<file path="config.mk">
export PLATFORM = sky130hd
export DESIGN_NAME = bitslip_aligner
export DESIGN_NICKNAME = d
export VERILOG_FILES = /design/src/rtl/bsa_pkg.sv /design/src/rtl/bsa_slip_ctrl.sv /design/src/rtl/bsa_reframe.sv /design/src/rtl/bsa_match.sv /design/src/rtl/bitslip_aligner.sv
export SDC_FILE = /design/constraint.sdc
export NUM_CORES = 1
export LEC_CHECK = 0
export ABC_AREA = 0
export BUFFER_PORTS_ARGS = -buffer_cell sky130_fd_sc_hd__buf_2
export CAP_MARGIN = 15
export CORE_UTILIZATION = 45
export CTS_BUF_LIST = sky130_fd_sc_hd__clkbuf_16
export DETAILED_ROUTE_END_ITERATION = 8
export PLACE_DENSITY = 0.74
export SYNTH_ARGS = -nofsm -noshare
export SYNTH_HDL_FRONTEND = slang
export SYNTH_HIERARCHICAL = 1
export SYNTH_SLANG_ARGS = --single-unit
export TNS_END_PERCENT = 5
</file>
<file path="constraint.sdc">
create_clock -name clk -period 1.9 [get_ports clk]
set_input_delay 0.095 -clock clk [delete_from_list [all_inputs] [get_ports clk]]
set_output_delay 0.095 -clock clk [all_outputs]
set_load 0.005 [all_outputs]
</file>
<file path="src/rtl/bsa_pkg.sv">
// Shared constants for the bit-slip word aligner.
// Assumes: nothing; holds only default sizing.
package bsa_pkg;
    localparam int BSA_WORD_W = 8;
endpackage

</file>
<file path="src/rtl/bsa_slip_ctrl.sv">
// Slip controller: detects rising edges of the level slip request in the
// word clock domain and keeps the shift amount modulo WORD_W.
// Assumes: slip_req is already synchronous to clk.
module bsa_slip_ctrl #(
    parameter int WORD_W = 8,
    localparam int CNT_W = $clog2(WORD_W)
) (
    input  logic             clk,
    input  logic             rst_n,
    input  logic             slip_req,
    output logic [CNT_W-1:0] slip_cnt
);
    localparam logic [CNT_W-1:0] CNT_MAX = CNT_W'(WORD_W - 1);

    logic slip_q;
    logic slip_rise;

    // Rising edge of the request against its previous sampled level.
    assign slip_rise = slip_req && !slip_q;

    // Remember the last sampled level of the request.
    always_ff @(posedge clk) begin
        if (!rst_n) slip_q <= 1'b0;
        else        slip_q <= slip_req;
    end

    // Advance the shift amount on each edge, wrapping at the word width.
    always_ff @(posedge clk) begin
        if (!rst_n)         slip_cnt <= '0;
        else if (slip_rise) slip_cnt <= (slip_cnt == CNT_MAX) ? '0 : slip_cnt + CNT_W'(1);
    end

    // one edge advances the amount by exactly one (with wrap).
    a_r2_single_step: assert property (@(posedge clk) disable iff (!rst_n)
        (slip_req && !slip_q) |=>
        slip_cnt == (($past(slip_cnt) == CNT_MAX) ? '0 : $past(slip_cnt) + CNT_W'(1)));

    // a held-high request leaves the amount unchanged.
    a_r3_held_no_slip: assert property (@(posedge clk) disable iff (!rst_n)
        (slip_req && slip_q) |=> $stable(slip_cnt));

    // reset clears the shift amount.
    a_r1_cnt_reset: assert property (@(posedge clk)
        !rst_n |=> slip_cnt == '0);
endmodule

</file>
<file path="src/rtl/bsa_reframe.sv">
// Re-framing shifter: holds the previous raw word and selects a WORD_W-bit
// window from {previous, current} according to the shift amount.
// Assumes: shift < WORD_W; output is combinational, registered downstream.
module bsa_reframe #(
    parameter int WORD_W = 8,
    localparam int CNT_W = $clog2(WORD_W)
) (
    input  logic              clk,
    input  logic              rst_n,
    input  logic [WORD_W-1:0] rx_word,
    input  logic [CNT_W-1:0]  shift,
    output logic [WORD_W-1:0] framed
);
    logic [WORD_W-1:0]   raw_q;
    logic [2*WORD_W-1:0] joined;
    logic [WORD_W-1:0]   cand [WORD_W];

    // Keep the raw word accepted at the previous edge.
    always_ff @(posedge clk) begin
        if (!rst_n) raw_q <= '0;
        else        raw_q <= rx_word;
    end

    assign joined = {raw_q, rx_word};

    // One candidate window per possible shift amount.
    for (genvar g = 0; g < WORD_W; g++) begin : g_win
        assign cand[g] = joined[g +: WORD_W];
    end

    assign framed = cand[shift];
endmodule

</file>
<file path="src/rtl/bsa_match.sv">
// Output stage: registers the framed word and flags when the newer and
// older registered words together equal the alignment pattern.
// Assumes: pattern is quasi-static and read every cycle without handshake.
module bsa_match #(
    parameter int WORD_W = 8,
    localparam int PAT_W = 2 * WORD_W
) (
    input  logic              clk,
    input  logic              rst_n,
    input  logic [WORD_W-1:0] framed,
    input  logic [PAT_W-1:0]  pattern,
    output logic [WORD_W-1:0] word_q,
    output logic              hit_q
);
    // Register the word and the compare of {new, old} against the pattern.
    always_ff @(posedge clk) begin
        if (!rst_n) begin
            word_q <= '0;
            hit_q  <= 1'b0;
        end else begin
            word_q <= framed;
            hit_q  <= ({framed, word_q} == pattern);
        end
    end

    // a hit means the last two output words equal the pattern seen then.
    a_r7_hit_matches: assert property (@(posedge clk) disable iff (!rst_n)
        hit_q |-> {word_q, $past(word_q)} == $past(pattern));

    // reset deasserts the flag.
    a_r1_hit_reset: assert property (@(posedge clk)
        !rst_n |=> !hit_q);
endmodule

</file>
<file path="src/rtl/bitslip_aligner.sv">
// Bit-slip receive word aligner top: slip controller, re-framing shifter
// and registered pattern compare.
// Assumes: all inputs synchronous to clk; reset is synchronous active-low.
module bitslip_aligner #(
    parameter int WORD_W = bsa_pkg::BSA_WORD_W,
    localparam int CNT_W = $clog2(WORD_W),
    localparam int PAT_W = 2 * WORD_W
) (
    input  logic              clk,
    input  logic              rst_n,
    input  logic [WORD_W-1:0] rx_word,
    input  logic              slip_req,
    input  logic [PAT_W-1:0]  align_pattern,
    output logic [WORD_W-1:0] aligned_word,
    output logic              pattern_hit
);
    logic [CNT_W-1:0]  slip_cnt;
    logic [WORD_W-1:0] framed;

    bsa_slip_ctrl #(.WORD_W(WORD_W)) u_ctrl (
        .clk(clk), .rst_n(rst_n), .slip_req(slip_req), .slip_cnt(slip_cnt)
    );

    bsa_reframe #(.WORD_W(WORD_W)) u_reframe (
        .clk(clk), .rst_n(rst_n), .rx_word(rx_word), .shift(slip_cnt), .framed(framed)
    );

    bsa_match #(.WORD_W(WORD_W)) u_match (
        .clk(clk), .rst_n(rst_n), .framed(framed), .pattern(align_pattern),
        .word_q(aligned_word), .hit_q(pattern_hit)
    );
endmodule

</file>
# == Word level (Yosys, flattened, before mapping) ==
# Index checks and enable logic that the tools add are counted.
# word_totals
elab_cells,16
output_inout_bits,9
register_bits,20
in_bits,27
# op_classes
add_sub_neg,1
n_eq_ne,2
magnitude_cmp,1
n_bitwise,1
n_reduce_logical,2
muxes,4
# op_table
op,count
$bmux 8 s3,1
$eq 16x16->1,1
$mux 8,2
$ge 4x4->1 const B,1
$not 3->4,1
$add 3x1->3 const B,1
$eq 3x3->1 const B,1
$mux 3,1
$logic_and 1x1->1,1
$logic_not 1->1,1

# == Depth between registers and ports, before layout ==
# logic_depth
depth_word,5
depth_mapped,8

# == Hierarchy ==
# Netlist, hierarchy kept.
# by_module_without_submodules
mod,area_each_um2,instances,cells_per_inst,seq_area_each_um2
bsa_reframe,624.3,1,61,140.1
bsa_match,411.6,1,39,180.2
bsa_slip_ctrl,185.2,1,16,80.1

# == Worst setup path after synthesis ==
# No wires, ideal clock.
# synth_timing
path_type,flip-flop to flip-flop
start,reg u_ctrl.slip_cnt[0]
end,reg u_match.hit_q
slack_ns,-0.040
t_arrival_ns,1.852
period_less_slack_ns,1.940
setup_time_ns,0.088
path_stages_with_launch,9
cell_sequence,dfxtp_1 -> buf_6 -> mux2i_1 -> o22ai_1 -> a221o_1 -> xor2_1 -> nor4_1 -> nand4_1 -> nor4_2
# synth_between
elab_chain_len,5
# synth_rtl
element,line_no,text
from (decl),bsa_slip_ctrl.sv:11,output logic [CNT_W-1:0] slip_cnt
from (signal assigned),bsa_slip_ctrl.sv:30,else if (slip_rise) slip_cnt <= (slip_cnt == CNT_MAX) ? '0 : slip_cnt + CNT_W'(1);
$not 3->4 (implied by the code),bsa_reframe.sv:31,assign framed = cand[shift];
$bmux 8 s3,bsa_reframe.sv:31,
$mux 8 (implied by the code) (2 in a row),bsa_reframe.sv:31,
named net framed[1],bitslip_aligner.sv:18,logic [WORD_W-1:0] framed;
$eq 16x16->1,bsa_match.sv:22,"hit_q <= ({framed, word_q} == pattern);"
to (signal assigned),bsa_match.sv:22,
to (decl),bsa_match.sv:13,output logic hit_q
# The timed path passes the listed nets, and every way through them passes these cells. The select of a mux whose other input is x is not followed.
# A chain may end at the register's enable or synchronous reset.

# == Worst setup path after layout ==
# Same ends and word-level chain as after synthesis.

==> results.yml <==
status:
  run_status: "complete, no violations"
synthesis:
  synth_area_leaders: "dfxtp_1, mux2i_1, xnor2_1"
  synth_top_cell_by_area: "dfxtp_1"
  syn_inst: 116
  synth.distinct_cells: 28
  synthSimpleGateAreaFrac_pct: 20.6
  yosysTopAreaCellShare_pct: 32.8
  synth_top_family_by_area: "multiplexers"
  synth-xor-area-share_pct: 11.5
  yosysWarnings: 6
  ys_seq_area_share_pct: 32.8
  synth_compound_area_share_pct: 8.61
  synth_area_um2: 1220
  synth_adder_area_share_pct: 2.05
  synthMuxAreaShare_pct: 21.1
  postSynthAreaPerCell_um2: 10.5
  ys_ff_latch: 20
  syn-num-nets: 145
timing:
  period_minus_slack_ns: 1.90
  tightest_slew_ns: 0.252
  setup_viol: 0
  period_share_pct: 99.8
  fmax_mhz: 527
  rsz0062_at_grt: "true"
  hold-worst-slack_ns: 0.0673
  fin_skew_ns: 0.00341
  timing.max_slew.rel_slack_pct: 82.7
  finalMaxSlewViolations: 0
  timing.final.ws_setup_ns: 0.00324
  finalHoldViolCount: 0
drt:
  wl_um: 2630
  routedWlPerCell_um: 13.5
  vias: 1043
  drtPass1Iterations: 4
  dr.first_iter.drc_count: 14
  remaining_drc_errors: 0
  routed_via_density: 5.35
  final_antenna_net_count: 0
grt:
  antenna_found_initial: 0
  grt_pass1_wl_um: 3950
  grt_overflow: 0
  grt_start_max_net_pins: 21
  grt_usage_pct: 19.5
  grt_pass1_vias: 1009
placed_design:
  routabilityCongestion: 0.862
  dp.final_hpwl_um: 2060
  dp_slack_ns: -0.160
  io_buffers: 35
layout:
  fin_nets: 196
  final_cell_mix: "buf_2, dfxtp_1, and2_1"
  drive_gt1_share_pct: 41.2
  area_growth_pct: 31.9
  num-fill-cells: 210
  area.sequential_um2: 408
  final_common_cell: "buf_2"
  multi_input_area_um2: 802
  n_antenna_cell: 0
power_and_ir_drop:
  p_leak_nw: 0.697
  power_per_cell_area_nw_per_um2: 742
  ir_drop_mv: 0.549
min_path:
  min_to: "u_reframe/raw_q[0]"
  min_from: "rx_word[0]"
  hp-class: "in2reg"
  min_path_cells: 2
clocking:
  clock-root-buffer: "clkbuf_16"
  clock_path_buffers: 2
  numCtsBuffers: 3
  cts.clk_slew.worst_paths_ns: 0.05
  htree_levels: 1
  clock_latency_ns: 0.25
  cts_tree: "done"
  cts.sinks: 20
floorplan:
  start_util_pct: 48.4
  io_pins: 36
  die_area_um2: 2930
  num_rows: 18
  coreArea_um2: 2520
  die_x_um: 54.1
  die_height_um: 54.1
job:
  max_cap_viol_count: 0
critical_path:
  critPathCaptureType: "flop"
  r2r-start: "u_ctrl/slip_cnt[0]"
  reg2reg_setup_slack_ns: 0.003
  worstPathRequired_ns: 2.06
  reg2regPathDepth: 7
  crit_type: "reg2reg"
  cp-start-kind: "flop"
  critical_path_peak_fanout: 9
  arrival_ns: 2.06
  r2r_end: "u_match/hit_q"
through the flow:
stage	std cells	area (µm²)	TNS, ns	util [%]	power [mW]
final	195	1610	0	63.8	1.19
after global routing	195	1610	-0.107	63.8	1.25
after CTS	195	1590	-0.0206	63.1	1.20
after detailed placement	188	1480	-0.160	58.7	0.763
after global placement	188	1480	-0.0423	58.7	0.756
after floorplan	116	1230	0	-	0.666
report_power, final:
part | total, mW | internal, mW | switching [mW]
registers | 0.476 | 0.449 | 0.0268
logic | 0.292 | 0.170 | 0.122
clock network | 0.427 | 0.277 | 0.150
total | 1.19 | 0.896 | 0.298
timing repair:
item	CTS	global route
hold buffers	0	0
endpoints found under the setup margin	1	1
hold endpoints to repair	0	0
gates resized for setup	2	3
pin swaps	4	2
buffers inserted	4	0
worst max-delay path, cell delays in order (launching register included):
cell and delay, ns:
dfxtp_4 0.39, buf_4 0.16, and2_1 0.17, a221o_1 0.38, xor2_1 0.15, nor4_1 0.26
nand4_1 0.14, nor4_2 0.15
area by class of cell:
| class | count | area share (%) |
|---|---|---|
| timing repair buffer | 50 | 17.9 |
| clock buffer | 3 | 4.66 |
| multi-input combinational | 92 | 49.8 |
| tap | 30 | 2.33 |
| sequential | 20 | 25.3 |
kinds of logic (layout without fill, tap and decap cells):
logic type / Yosys count / in the layout
compound gates: 11 / 11
mux: 23 / 23
flops: 20 / 20
xor+xnor: 16 / 16
buf+inv: 4 / 53
fa+ha+maj: 2 / 2
simple gates: 40 / 40
cell usage after synthesis:
library cell   n
dfxtp_1       20
and2_1        16
mux2i_1       16
xnor2_1       12
nand2_1        5
nor2b_1        5
xor2_1         4
a221o_1        3
buf_6          3
mux2_1         3
nand2b_1       3
nand4_1        3
o221ai_1       3
o22ai_1        3
ha_1           2
mux2_4         2
o221ai_2       2
and2_2         1
and2b_2        1
buf_4          1
mux2_2         1
mux4_2         1
nand3_1        1
nor2_1         1
nor2b_4        1
nor4_1         1
nor4_2         1
or2_1          1
how the worst max path moves through the flow:
stage / slack [ns] / startpoint / cells past startpoint / end
after detailed placement: -0.16 / u_ctrl/slip_cnt[1] / 7 / u_match/hit_q
after global placement: -0.04 / u_ctrl/slip_cnt[1] / 7 / u_match/hit_q
after CTS: -0.02 / u_ctrl/slip_cnt[1] / 6 / u_match/hit_q
after global routing: -0.11 / u_ctrl/slip_cnt[0] / 7 / u_match/hit_q
after floorplan: 0.008 / u_ctrl/slip_cnt[1] / 7 / u_match/hit_q
final: 0.003 / u_ctrl/slip_cnt[0] / 7 / u_match/hit_q
metal layers:
layer,wire (µm),up-vias,track usage (%)
met5,0,-,0
met4,70,0,12.8
met3,122,6,3.95
met2,1340,34,36.6
met1,1100,485,18.9
li1,-,518,-
registers in the layout, summed over array words and instances, names as in the netlist:
register	flops
u_match/hit_q	1
u_ctrl/slip_cnt	3
u_match/word_q	8
u_ctrl/slip_q	1
u_reframe/raw_q	7
Note: power is estimated with default switching activity, not from simulation.
